File: config.mk
export PLATFORM = sky130hd
export DESIGN_NAME = kbd_disp_adapter
export DESIGN_NICKNAME = d
export VERILOG_FILES = /design/src/rtl/kda_pkg.sv /design/src/rtl/kda_hs_sync.sv /design/src/rtl/kda_port.sv /design/src/rtl/kbd_disp_adapter.sv
export SDC_FILE = /design/constraint.sdc
export NUM_CORES = 1
export LEC_CHECK = 0
export BUFFER_PORTS_ARGS = -buffer_cell sky130_fd_sc_hd__buf_2
export CORE_ASPECT_RATIO = 0.75
export CORE_MARGIN = 5
export CORE_UTILIZATION = 30
export DETAILED_ROUTE_END_ITERATION = 12
export GPL_TIMING_DRIVEN = 0
export SLEW_MARGIN = 25
export SYNTH_ARGS = -nofsm -noshare
export SYNTH_HDL_FRONTEND = slang
export SYNTH_HIERARCHICAL = 1
export SYNTH_SLANG_ARGS = --single-unit
File: constraint.sdc
create_clock -name phi2 -period 1.6 [get_ports phi2]
set_input_delay 0.32 -clock phi2 [delete_from_list [all_inputs] [get_ports phi2]]
set_output_delay 0.32 -clock phi2 [all_outputs]
set_load 0.005 [all_outputs]
File: src/rtl/kda_pkg.sv
package kda_pkg;
   // register select encodings
   typedef enum logic [1:0] {
      RS_A_DATA = 2'b00,
      RS_A_CTRL = 2'b01,
      RS_B_DATA = 2'b10,
      RS_B_CTRL = 2'b11
   } kda_rsel_e;

   // control register bit positions
   localparam int CB_EDGE = 1;   // 1 = rising edge active
   localparam int CB_SEL  = 2;   // 1 = peripheral register visible
endpackage

File: src/rtl/kda_hs_sync.sv
module kda_hs_sync #(
   parameter int STAGES = 2
) (
   input  logic phi2,
   input  logic rst_n,
   input  logic pin,
   input  logic rise_sel,
   output logic edge_o
);
   localparam int SH_W = STAGES + 1;

   if (STAGES < 2) begin : g_bad_stages
      $error("kda_hs_sync: STAGES must be at least 2");
   end

   logic [SH_W-1:0] sh_q;

   always_ff @(negedge phi2 or negedge rst_n) begin
      if (!rst_n) sh_q <= '0;
      else        sh_q <= {sh_q[SH_W-2:0], pin};
   end

   // sh_q[STAGES-1] is the synchronised level, sh_q[STAGES] its previous value
   assign edge_o = rise_sel ? ( sh_q[STAGES-1] & ~sh_q[STAGES])
                            : (~sh_q[STAGES-1] &  sh_q[STAGES]);
endmodule

File: src/rtl/kda_port.sv
module kda_port
   import kda_pkg::*;
#(
   parameter int W = 8,
   parameter int SYNC_STAGES = 2
) (
   input  logic         phi2,
   input  logic         rst_n,
   input  logic         wr_ctrl,
   input  logic         wr_dir,
   input  logic         wr_out,
   input  logic         rd_per,
   input  logic [W-1:0] wdata,
   input  logic         hs_pin,
   output logic [W-1:0] ctrl_o,
   output logic [W-1:0] dir_o,
   output logic [W-1:0] out_o,
   output logic         edge_o
);
   localparam int CS_W = W - 2;

   logic [CS_W-1:0] ctrl_q;
   logic [W-1:0]    dir_q;
   logic [W-1:0]    out_q;
   logic            flag_q;
   logic            hs_edge;

   kda_hs_sync #(.STAGES(SYNC_STAGES)) u_sync (
      .phi2     (phi2),
      .rst_n    (rst_n),
      .pin      (hs_pin),
      .rise_sel (ctrl_q[CB_EDGE]),
      .edge_o   (hs_edge)
   );

   always_ff @(negedge phi2 or negedge rst_n) begin
      if (!rst_n) begin
         ctrl_q <= '0;
         dir_q  <= '0;
         out_q  <= '0;
      end else begin
         if (wr_ctrl) ctrl_q <= wdata[CS_W-1:0];
         if (wr_dir)  dir_q  <= wdata;
         if (wr_out)  out_q  <= wdata;
      end
   end

   // a new edge beats a clearing read in the same cycle
   always_ff @(negedge phi2 or negedge rst_n) begin
      if (!rst_n)       flag_q <= 1'b0;
      else if (hs_edge) flag_q <= 1'b1;
      else if (rd_per)  flag_q <= 1'b0;
   end

   assign ctrl_o = {flag_q, 1'b0, ctrl_q};
   assign dir_o  = dir_q;
   assign out_o  = out_q;
   assign edge_o = hs_edge;
endmodule

File: src/rtl/kbd_disp_adapter.sv
module kbd_disp_adapter
   import kda_pkg::*;
#(
   parameter int W = 8,
   parameter int SYNC_STAGES = 2
) (
   input  logic         phi2,
   input  logic         rst_n,
   input  logic         cs,
   input  logic         rw,
   input  logic [1:0]   rs,
   input  logic [W-1:0] din,
   output logic [W-1:0] dout,
   input  logic [W-2:0] kbd_char,
   input  logic         kbd_strobe,
   input  logic [W-2:0] pb_in,
   output logic [W-1:0] pb_out,
   output logic [W-1:0] pb_dir,
   output logic         dsp_avail,
   input  logic         dsp_ready
);
   localparam int NP = 2;

   if (W < 4) begin : g_bad_width
      $error("kbd_disp_adapter: W must be at least 4");
   end

   logic          wr_en, rd_en;
   logic [W-1:0]  ctrl_w [NP];
   logic [W-1:0]  dir_w  [NP];
   logic [W-1:0]  out_w  [NP];
   logic [W-1:0]  pin_w  [NP];
   logic [W-1:0]  perv_w [NP];
   logic [NP-1:0] edge_w, hs_pin_w, wr_out_w;
   logic [W-2:0]  kbd_q;
   logic          avail_q;

   assign wr_en    = cs & ~rw;
   assign rd_en    = cs &  rw;
   assign hs_pin_w = {dsp_ready, kbd_strobe};
   assign pin_w[0] = {1'b0, kbd_q};
   assign pin_w[1] = {avail_q, pb_in};

   for (genvar gp = 0; gp < NP; gp++) begin : g_port
      logic hit, data_hit, peri;
      assign hit      = (rs[1] == 1'(gp));
      assign data_hit = hit & ~rs[0];
      assign peri     = ctrl_w[gp][CB_SEL];
      assign wr_out_w[gp] = wr_en & data_hit & peri;

      kda_port #(.W(W), .SYNC_STAGES(SYNC_STAGES)) u_port (
         .phi2    (phi2),
         .rst_n   (rst_n),
         .wr_ctrl (wr_en & hit & rs[0]),
         .wr_dir  (wr_en & data_hit & ~peri),
         .wr_out  (wr_out_w[gp]),
         .rd_per  (rd_en & data_hit & peri),
         .wdata   (din),
         .hs_pin  (hs_pin_w[gp]),
         .ctrl_o  (ctrl_w[gp]),
         .dir_o   (dir_w[gp]),
         .out_o   (out_w[gp]),
         .edge_o  (edge_w[gp])
      );

      assign perv_w[gp] = (dir_w[gp] & out_w[gp]) | (~dir_w[gp] & pin_w[gp]);
   end

   // keyboard code captured on the active strobe edge
   always_ff @(negedge phi2 or negedge rst_n) begin
      if (!rst_n)         kbd_q <= '0;
      else if (edge_w[0]) kbd_q <= kbd_char;
   end

   // display handshake: processor write raises, ready edge drops
   always_ff @(negedge phi2 or negedge rst_n) begin
      if (!rst_n)           avail_q <= 1'b0;
      else if (wr_out_w[1]) avail_q <= 1'b1;
      else if (edge_w[1])   avail_q <= 1'b0;
   end

   always_comb begin
      dout = '0;
      if (rd_en) begin
         if (rs[0])                      dout = ctrl_w[rs[1]];
         else if (ctrl_w[rs[1]][CB_SEL]) dout = perv_w[rs[1]];
         else                            dout = dir_w[rs[1]];
      end
   end

   assign pb_out    = out_w[1] & dir_w[1];
   assign pb_dir    = dir_w[1];
   assign dsp_avail = avail_q;
endmodule

After elaboration in Yosys (flattened, before gate mapping)
Cells that the tools add are included.
{ "word_totals": {"regBits": 60, "latch_bits": 0, "ramBits": 0, "mem_bits_ro": 0, "in_bits": 30, "output_inout_bits": 25, "elab_cells": 76, "memories": 0} }
{ "op_classes": {"n_addsub": 0, "n_mul": 0, "div_mod_pow": 0, "n_lt_le_gt_ge": 1, "n_eq_ne": 0, "shifts": 0, "muxes": 20, "n_bitwise": 40, "reduce_logical": 3} }
{ "ops": {"columns": ["op", "count"], "rows": [
  ["8-bit two-way mux", 12],
  ["8-bit AND", 3],
  ["1-bit AND", 22],
  ["8-bit inverter", 2],
  ["8-bit OR", 2],
  ["1-bit inverter", 9],
  ["8-bit by 7-bit AND with 8-bit output", 1],
  ["1-bit two-way mux", 8],
  ["2-bit nonzero test", 3],
  ["2-bit >= comparator, second input constant", 1],
  ["1-bit inverter with 2-bit output", 1]
]} }

Depth between registers and ports, before layout
Gate-level depths: netlist of the first run.
{ "logic_depth": {"depth_word": 9, "depth_mapped": 5, "depth_no_buf": 5} }

Modules after synthesis
The synthesis of the first run kept the hierarchy.
{ "modules_own_cells": {"columns": ["module", "n_inst", "cells_per_inst", "area_each_um2", "seq_area_each_um2"], "rows": [
  ["kda_port", 2, 53, 969.7, 575.6],
  ["kbd_disp_adapter", 1, 118, 949.7, 200.2],
  ["kda_hs_sync", 2, 6, 97.6, 75.1]
]} }

==> results.sh, run 1 <==
export IMPL_violations="negative setup slack"
export IMPL_rows=32
export IMPL_hold_path_end="g_port[0].u_port/u_sync/sh_q[1]$_DFF_NN0_"
export IMPL_cts_hold_buf=0
export IMPL_num_antenna_cells=0
export IMPL_synth_top_area_cell="dfrtn_1"
export IMPL_finalClockSkew_ps=3.50
export IMPL_crit_fanout=5
export IMPL_rsz0062_at_grt="true"
export IMPL_crit_type="reg2out"
export IMPL_report_final_slew_viol_count=0
export IMPL_die_y_um=97.8
export IMPL_dp_cells=426
export IMPL_vias_per_cell=4.70
export IMPL_slowest_delay_ps=420
export IMPL_crit_path_top_delay_cell="dfrtn_1"
export IMPL_whs_ps=295
export IMPL_crit_chain="buf_6 > a21oi_2 > a311o_1 > a221oi_2 > buf_2"
export IMPL_wl_mm=8.32
export IMPL_yosys_register_bits=60
export IMPL_synthArstFlopShare_pct=100
export IMPL_setup_violations=70
export IMPL_clk_pin_slew_ps=40
export IMPL_holdPathStages=0
export IMPL_htreeDepth=3
export IMPL_synth_most_common_cell="dfrtn_1"
export IMPL_r2r_start="g_port[1].u_port/ctrl_q[2]$_DFFE_NN0P_"
export IMPL_critPathCaptureType="primary output"
export IMPL_syn_area_per_cell_um2=13.1
export IMPL_netlist_area_um2=3080
export IMPL_synthTopCellsByCount="60 x dfrtn_1, 45 x mux2_4, 12 x inv_1, 12 x nand3_1, 9 x mux2_2"
export IMPL_core_area_um2=10200
export IMPL_cts_buffers=9
export IMPL_initial_core_util_pct=30.3
export IMPL_outcome="finished, violations left"
export IMPL_port_buffers=54
export IMPL_clock_sinks=60
export IMPL_synth_fp_nets=266
export IMPL_final_cells=471
export IMPL_crit_arrival_ps=2470
export IMPL_reg2reg_depth=8
export IMPL_grt_pass1_vias=2318
export IMPL_root_buffer="clkbuf_16"
export IMPL_synth_top_cell_area_share_pct=48.7
export IMPL_ys_types=39
export IMPL_dr_total_vias=2215
export IMPL_grt_remaining_overflow=0
export IMPL_drc=0
export IMPL_crit_required_ps=1280
export IMPL_wl_per_cell_um=17.7
export IMPL_ios=55
export IMPL_tns_ps=-32470
export IMPL_synth_cells=236
export IMPL_antenna_found_initial=0
export IMPL_maxCapViolations=0
export IMPL_cts_tree="yes"
export IMPL_crit_path_start="g_port[1].u_port/ctrl_q[2]$_DFFE_NN0P_"
export IMPL_p_per_area_nw_per_um2=1340
export IMPL_die_area_um2=12400
export IMPL_clk_latency_ps=340
export IMPL_grt_pass1_wl_mm=12.5
export IMPL_hp_start="g_port[0].u_port/u_sync/sh_q[0]$_DFF_NN0_"
export IMPL_synth_edf_count=0
export IMPL_relSlewSlack_pct=48.9
export IMPL_irDropWorstVdd_mv=0.516
export IMPL_cp_start_kind="flop"
export IMPL_fin_nets=360
export IMPL_r2r_end="g_port[1].u_port/dir_o[0]$_DFFE_NN0P_"
export IMPL_r2r_slack_ps=-260
export IMPL_drtIter0Drc=134
export IMPL_synth_area_leaders="dfrtn_1 49%, mux2_4 22%, mux2_2 3.3%, buf_6 2.6%, a311o_1 1.9%"
export IMPL_gp_congestion=0.731
export IMPL_firstDrtPassIters=4
export IMPL_worst_pin_slew_ps=767
export IMPL_syn2layout_area_growth_pct=42.7
export IMPL_antenna_left=0
export IMPL_leakagePower_nw=2.03
export IMPL_layout_drive_gt1_share_pct=61.5
export IMPL_synth_seq_area_share_pct=48.7
export IMPL_worst_slack_ps=-1190
export IMPL_hold_viol=0
export IMPL_cts_buffer_depth=2
export IMPL_hold_path_class="reg2reg"
export IMPL_dpl_hpwl_mm=5.31
export IMPL_ys_flop_type="dfrtn_1"
export IMPL_yosysWarnings=6
export IMPL_fp_dieW_um=127
export IMPL_grt_max_degree=61
export IMPL_grtUsageTotal_pct=13.2
## metal layers
metal / track usage, % / part of all wire [%] / vias up / wire [um]
met5: 0 / 0 / - / 0
met4: 3.96 / 1.5 / 0 / 122
met3: 4.48 / 6.4 / 17 / 530
met2: 19.6 / 45 / 68 / 3740
met1: 18.3 / 47 / 1095 / 3930
li1: - / - / 1035 / -
## critical path, delay by kind of cell, from the launching register on
kind                   cells  cell delay, ps
AOI/OAI and AO/OA          3             610
DFF                        1             420
buffers and inverters      2             300
## worst max path at each step
stage                    to  cells after the start
global route        dout[7]                      5
floorplan           dout[7]                      4
finish              dout[7]                      5
CTS                 dout[7]                      5
detailed placement  dout[0]                      6
global placement    dout[4]                      6
## kinds of logic after synthesis
kind of cell / share of synthesized area, %
AOI/OAI and AO/OA: 9.01
muxes: 25.5
other: 0.243
buffers and inverters: 6.04
DFF: 48.7
and+or+nand+nor: 10.5
## state kept, by name (all words and copies together) (netlist names)
name	cells
g_port.u_port/flag_q	2
g_port.u_port/u_sync/sh_q	6
g_port.u_port/dir_o	16
g_port.u_port/out_o	16
kbd_q	7
g_port.u_port/ctrl_q	12
dsp_avail	1
## layout make-up
class                           count  area (um2)
Multi-Input combinational cell    146        1580
Inverter                           13        65.1
Clock buffer                       11         243
Clock inverter                      5        27.5
Timing Repair Buffer               83         613
Sequential cell                    60        1500
Fill cell                         979        5770
Buffer                             17         198
Tap cell                          136         170
## where the power goes
part | switching, mW | internal (mW) | total (mW)
Combinational | 0.643 | 1.17 | 1.81
Sequential | 0.345 | 1.97 | 2.32
Clock | 0.686 | 1.08 | 1.76
## metrics by stage
step	power (mW)	setup WS [ps]	utilization, %	area [um2]
final	5.89	-1190	43.3	4400
after global routing	6.20	-1240	43.3	4400
after CTS	5.72	-1180	41.3	4200
after detailed placement	3.70	-985	35.9	3650
after global placement	3.67	-978	35.9	3650
after floorplan	3.23	-634	-	3210
## cell usage in the layout, fill, tap and decap left out, types with 2 or more instances in the layout
cell type,instances
a211oi_1,2
a21o_1,7
a21oi_1,4
a21oi_2,3
a311o_1,6
and2_1,6
and2_4,2
buf_12,7
buf_2,47
buf_4,23
buf_6,19
clkbuf_16,10
clkinv_2,4
clkinvlp_4,2
conb_1,2
dfrtn_1,60
inv_1,9
inv_2,2
mux2_2,9
mux2_4,45
nand2_1,2
nand2b_1,3
nand3_1,8
nand3_2,2
nand3_4,2
nand3b_1,7
nor2_4,3
nor3_4,3
o211ai_1,4
o21ai_2,2
or2_2,4
## what timing repair did
action | 4_1_cts | 5_1_grt
gates cloned | 0 | 1
setup buffers | 20 | 9
pin swaps | 13 | 18
setup endpoints to repair | 78 | 71
resized for setup | 30 | 26
Note: power is estimated with default switching activity, not from simulation.
==> inputs of run 2 (changes only) <==
==> constraint.sdc (replaced) <==
create_clock -name phi2 -period 1.6 [get_ports phi2]
set_input_delay 0.32 -clock phi2 [delete_from_list [all_inputs] [get_ports phi2]]
set_output_delay 0.32 -clock phi2 [all_outputs]
set_load 0.05 [all_outputs]
==> results.sh, run 2 (synthesized netlist as in run 1, its figures left out) <==
export IMPL_worst_path_buf_inv=2
export IMPL_crit_path_start="g_port[1].u_port/ctrl_q[2]$_DFFE_NN0P_"
export IMPL_fin_area_um2=4700
export IMPL_cp_start_kind="flop"
export IMPL_dpl_hpwl_mm=5.50
export IMPL_core_area_um2=10200
export IMPL_dp_cells=427
export IMPL_crit_required_ps=1280
export IMPL_syn2layout_area_growth_pct=52.3
export IMPL_fin_nets=358
export IMPL_die_area_um2=12400
export IMPL_placed_area_um2=3810
export IMPL_layout_drive_gt1_share_pct=63.9
export IMPL_final_cells=468
export IMPL_r2r_slack_ps=-160
export IMPL_cts_buffer_depth=2
export IMPL_gp_congestion=0.748
export IMPL_cts_buffers=9
export IMPL_r2r_end="g_port[1].u_port/dir_o[5]$_DFFE_NN0P_"
export IMPL_fp_dieW_um=127
export IMPL_grt_max_degree=45
export IMPL_grtUsageTotal_pct=13.7
export IMPL_hold_viol=0
export IMPL_maxCapViolations=0
export IMPL_outcome="finished, violations left"
export IMPL_antenna_left=0
export IMPL_clk_latency_ps=330
export IMPL_firstDrtPassIters=4
export IMPL_drtIter0Drc=104
export IMPL_antenna_found_initial=0
export IMPL_wl_mm=8.28
export IMPL_critPathCaptureType="primary output"
export IMPL_crit_chain="buf_6 > a21oi_2 > a311o_1 > a221oi_4 > buf_6"
export IMPL_final_util_pct=46.2
export IMPL_wl_per_cell_um=17.7
export IMPL_report_final_slew_viol_count=0
export IMPL_grt_remaining_overflow=0
export IMPL_violations="negative setup slack"
export IMPL_hp_start="g_port[0].u_port/u_sync/sh_q[0]$_DFF_NN0_"
export IMPL_cts_hold_buf=0
export IMPL_htreeDepth=3
export IMPL_num_antenna_cells=0
export IMPL_final_common_cell="dfrtn_1"
export IMPL_die_y_um=97.8
export IMPL_worst_slack_ps=-1260
export IMPL_crit_arrival_ps=2540
export IMPL_dr_total_vias=2177
export IMPL_grt_pass1_wl_mm=13.0
export IMPL_ios=55
export IMPL_crit_path_top_delay_cell="dfrtn_1"
export IMPL_leakagePower_nw=2.12
export IMPL_path_depth=5
export IMPL_hold_path_class="reg2reg"
export IMPL_clk_pin_slew_ps=40
export IMPL_setup_violations=71
export IMPL_port_buffers=54
export IMPL_crit_end="dout[7]"
export IMPL_finalClockSkew_ps=6.06
export IMPL_p_per_area_nw_per_um2=1430
export IMPL_critical_path_top_delay_family="compound AO/OA/AOI/OAI gates"
export IMPL_initial_core_util_pct=30.3
export IMPL_root_buffer="clkbuf_16"
export IMPL_crit_type="reg2out"
export IMPL_reg2reg_depth=7
export IMPL_crit_fanout=5
export IMPL_rows=32
export IMPL_whs_ps=294
export IMPL_crit_top_cell="buf_6"
export IMPL_drc=0
export IMPL_clock_sinks=60
export IMPL_p_total_mw=6.73
export IMPL_final_cell_mix="60 x dfrtn_1, 45 x mux2_4, 24 x buf_6, 24 x buf_2, 22 x buf_8"
export IMPL_rsz0062_at_grt="true"
export IMPL_vias_per_cell=4.65
export IMPL_grt_pass1_vias=2315
export IMPL_r2r_start="g_port[1].u_port/ctrl_q[2]$_DFFE_NN0P_"
export IMPL_slowest_delay_ps=420
export IMPL_irDropWorstVdd_mv=0.601
export IMPL_cts_tree="yes"
## run 2: changes by cell type in the layout (fill, tap and decap cells not counted), moves of 2 or more
cell	delta
nand3_1	-6
and2_4	+6
buf_6	+5
buf_4	-4
and2_1	-6
nand3_4	+5
clkinv_2	-2
buf_2	-23
buf_8	+21
## run 2: worst min path at each step
stage / to / cells past startpoint
global placement: g_port[1].u_port/u_sync/sh_q[1]$_DFF_NN0_ / 0
CTS: g_port[0].u_port/u_sync/sh_q[1]$_DFF_NN0_ / 0
finish: g_port[0].u_port/u_sync/sh_q[1]$_DFF_NN0_ / 0
global route: g_port[1].u_port/u_sync/sh_q[1]$_DFF_NN0_ / 0
floorplan: g_port[0].u_port/u_sync/sh_q[1]$_DFF_NN0_ / 0
detailed placement: g_port[1].u_port/u_sync/sh_q[1]$_DFF_NN0_ / 0
## run 2: repair_timing
| item | in CTS | in global routing |
|---|---|---|
| setup endpoints to repair | 79 | 71 |
| buffers inserted | 18 | 9 |
| resized for setup | 99 | 22 |
| cloned | 1 | 0 |
| pin swaps | 7 | 6 |
## run 2: stage by stage
stage | worst slack, ps | setup TNS [ps]
6_report | -1260 | -33540
3_3_place_gp | -1140 | -91210
2_1_floorplan | -1400 | -32720
3_5_place_dp | -1130 | -50490
4_1_cts | -1290 | -33350
5_1_grt | -1330 | -36890
## run 2: power breakdown
group | internal (mW) | switching [mW] | leakage, nW
combinational | 1.45 | 1.20 | 1.26
clock | 1.12 | 0.643 | 0.135
sequential | 1.97 | 0.348 | 0.720
total | 4.54 | 2.19 | 2.12
## run 2: worst reg2reg max path: cells and delay by family, from the launching register on
| family | cells | cell delay, ps |
|---|---|---|
| simple gates | 1 | 170 |
| mux | 1 | 320 |
| buf+inv | 5 | 780 |
| flops | 1 | 350 |
## run 2: metal layers
metal  routed length (um)  share of wire (%)  GRT usage, %  up-vias
li1                     -                  -             -     1027
met1                 4040                 49          19.1     1087
met2                 3770                 46          20.7       50
met3                  362                4.4          4.26       13
met4                  104                1.3          3.71        0
met5                    0                  0             0        -
## run 2: cell type report
cell class / count / area, um2
fill: 899 / 5470
multi-input combinational: 146 / 1670
sequential: 60 / 1500
timing repair buffer: 81 / 828
clock buffer: 13 / 260
buffer: 17 / 191
tap: 136 / 170
inverter: 13 / 67.6
clock inverter: 2 / 10.0
==> inputs of run 3 (changes only) <==
Settings changed: CORE_MARGIN 5 to default.
==> results.sh, run 3 (synthesized netlist as in run 1, its figures left out) <==
export IMPL_ios=55
export IMPL_cts_buffers=9
export IMPL_initial_core_util_pct=31.4
export IMPL_fin_nets=360
export IMPL_clock_sinks=60
export IMPL_whs_ps=295
export IMPL_fin_area_um2=4720
export IMPL_critPathCaptureType="primary output"
export IMPL_maxCapViolations=0
export IMPL_drtIter0Drc=64
export IMPL_root_buffer="clkbuf_16"
export IMPL_placed_area_um2=3780
export IMPL_cts_hold_buf=0
export IMPL_dr_total_vias=2208
export IMPL_die_y_um=89.8
export IMPL_hold_path_end="g_port[0].u_port/u_sync/sh_q[1]$_DFF_NN0_"
export IMPL_crit_arrival_ps=2540
export IMPL_crit_path_top_delay_cell="dfrtn_1"
export IMPL_rows=31
export IMPL_worst_slack_ps=-1260
export IMPL_hp_start="g_port[0].u_port/u_sync/sh_q[0]$_DFF_NN0_"
export IMPL_grt_remaining_overflow=0
export IMPL_antenna_left=0
export IMPL_critical_path_top_delay_family="compound AO/OA/AOI/OAI gates"
export IMPL_slowest_delay_ps=420
export IMPL_leakagePower_nw=2.13
export IMPL_final_cell_mix="60 x dfrtn_1, 45 x mux2_4, 26 x buf_2"
export IMPL_cp_start_kind="flop"
export IMPL_reg2reg_depth=6
export IMPL_wl_mm=8.16
export IMPL_outcome="finished, violations left"
export IMPL_drc=0
export IMPL_final_common_cell="dfrtn_1"
export IMPL_die_area_um2=10700
export IMPL_grt_max_degree=61
export IMPL_p_per_area_nw_per_um2=1460
export IMPL_irDropWorstVdd_mv=1.06
export IMPL_htreeDepth=3
export IMPL_violations="negative setup slack"
export IMPL_clk_pin_slew_ps=40
export IMPL_cts_tree="yes"
export IMPL_clk_latency_ps=330
export IMPL_layout_drive_gt1_share_pct=65.3
export IMPL_regArea_um2=1500
export IMPL_crit_top_cell="buf_6"
export IMPL_rsz0062_at_grt="true"
export IMPL_grt_pass1_vias=2318
export IMPL_r2r_start="g_port[0].u_port/ctrl_q[2]$_DFFE_NN0P_"
export IMPL_multi_input_area_um2=1700
export IMPL_hold_viol=0
export IMPL_setup_violations=71
export IMPL_crit_chain="buf_6 > a21oi_2 > a311o_1 > a221oi_4 > buf_6"
export IMPL_fp_dieW_um=119
export IMPL_crit_type="reg2out"
export IMPL_finalClockSkew_ps=4.92
export IMPL_vias_per_cell=4.74
export IMPL_core_area_um2=9810
export IMPL_r2r_slack_ps=-70
export IMPL_final_util_pct=48.1
export IMPL_firstDrtPassIters=4
export IMPL_num_antenna_cells=0
export IMPL_worst_pin_slew_ps=773
export IMPL_dpl_hpwl_mm=5.06
export IMPL_relSlewSlack_pct=48.5
export IMPL_gp_congestion=0.722
export IMPL_grt_pass1_wl_mm=12.7
export IMPL_wl_per_cell_um=17.5
export IMPL_crit_required_ps=1280
export IMPL_port_buffers=54
export IMPL_holdPathStages=0
export IMPL_report_final_slew_viol_count=0
export IMPL_p_total_mw=6.89
export IMPL_syn2layout_area_growth_pct=53.2
export IMPL_crit_fanout=6
export IMPL_fillers=881
export IMPL_tns_ps=-32290
export IMPL_r2r_end="g_port[0].u_port/dir_o[2]$_DFFE_NN0P_"
export IMPL_cts_buffer_depth=2
export IMPL_grtUsageTotal_pct=15.9
export IMPL_worst_path_buf_inv=2
export IMPL_hold_path_class="reg2reg"
export IMPL_antenna_found_initial=0
## run 3: what timing repair did
item	CTS	global route
buffers inserted	20	11
gates cloned	0	1
setup endpoints to repair	79	75
gates resized for setup	100	25
pin swaps	11	9
## run 3: layout make-up
| cell class | instances | area share, % |
|---|---|---|
| multi-input cells | 146 | 35.9 |
| flip-flops and latches | 60 | 31.8 |
| repair buffers | 83 | 17.2 |
| clock buffers | 13 | 5.30 |
| plain buffers | 17 | 4.18 |
| well taps | 132 | 3.50 |
| inverters | 13 | 1.43 |
| clock inverters | 2 | 0.742 |
## run 3: metrics by stage
step | worst slack [ps] | cells
floorplan | -1400 | 236
global placement | -1120 | 422
detailed placement | -1120 | 422
CTS | -1270 | 457
global route | -1320 | 466
finish | -1260 | 466
## run 3: metal layers
metal / global-route usage, % / wire (um) / vias up
li1: - / - / 1029
met1: 21.7 / 3950 / 1099
met2: 24.6 / 3800 / 65
met3: 3.74 / 323 / 15
met4: 5.49 / 91 / 0
met5: 0 / 0 / -
## run 3: where the power goes
part	internal [mW]	switching (mW)	total, mW
clock network	1.23	0.622	1.86
registers	1.98	0.368	2.34
logic	1.47	1.22	2.69
## run 3: worst max path at each step
stage | startpoint | endpoint | slack, ps | cells after the start
floorplan | g_port[1].u_port/dir_o[2]$_DFFE_NN0P_ | dout[2] | -1400 | 3
finish | g_port[1].u_port/ctrl_q[2]$_DFFE_NN0P_ | dout[7] | -1260 | 5
detailed placement | g_port[0].u_port/ctrl_q[2]$_DFFE_NN0P_ | dout[1] | -1120 | 5
CTS | g_port[1].u_port/ctrl_q[2]$_DFFE_NN0P_ | dout[7] | -1270 | 5
global route | g_port[1].u_port/ctrl_q[2]$_DFFE_NN0P_ | dout[7] | -1320 | 5
global placement | g_port[0].u_port/ctrl_q[2]$_DFFE_NN0P_ | dout[1] | -1120 | 5
## run 3: worst reg2reg max path, delay by kind of cell (launching register included)
kind,cells,cell delay (ps)
buffers and inverters,4,660
flip-flops,1,370
multiplexers,1,320
AND/OR/NAND/NOR,1,170
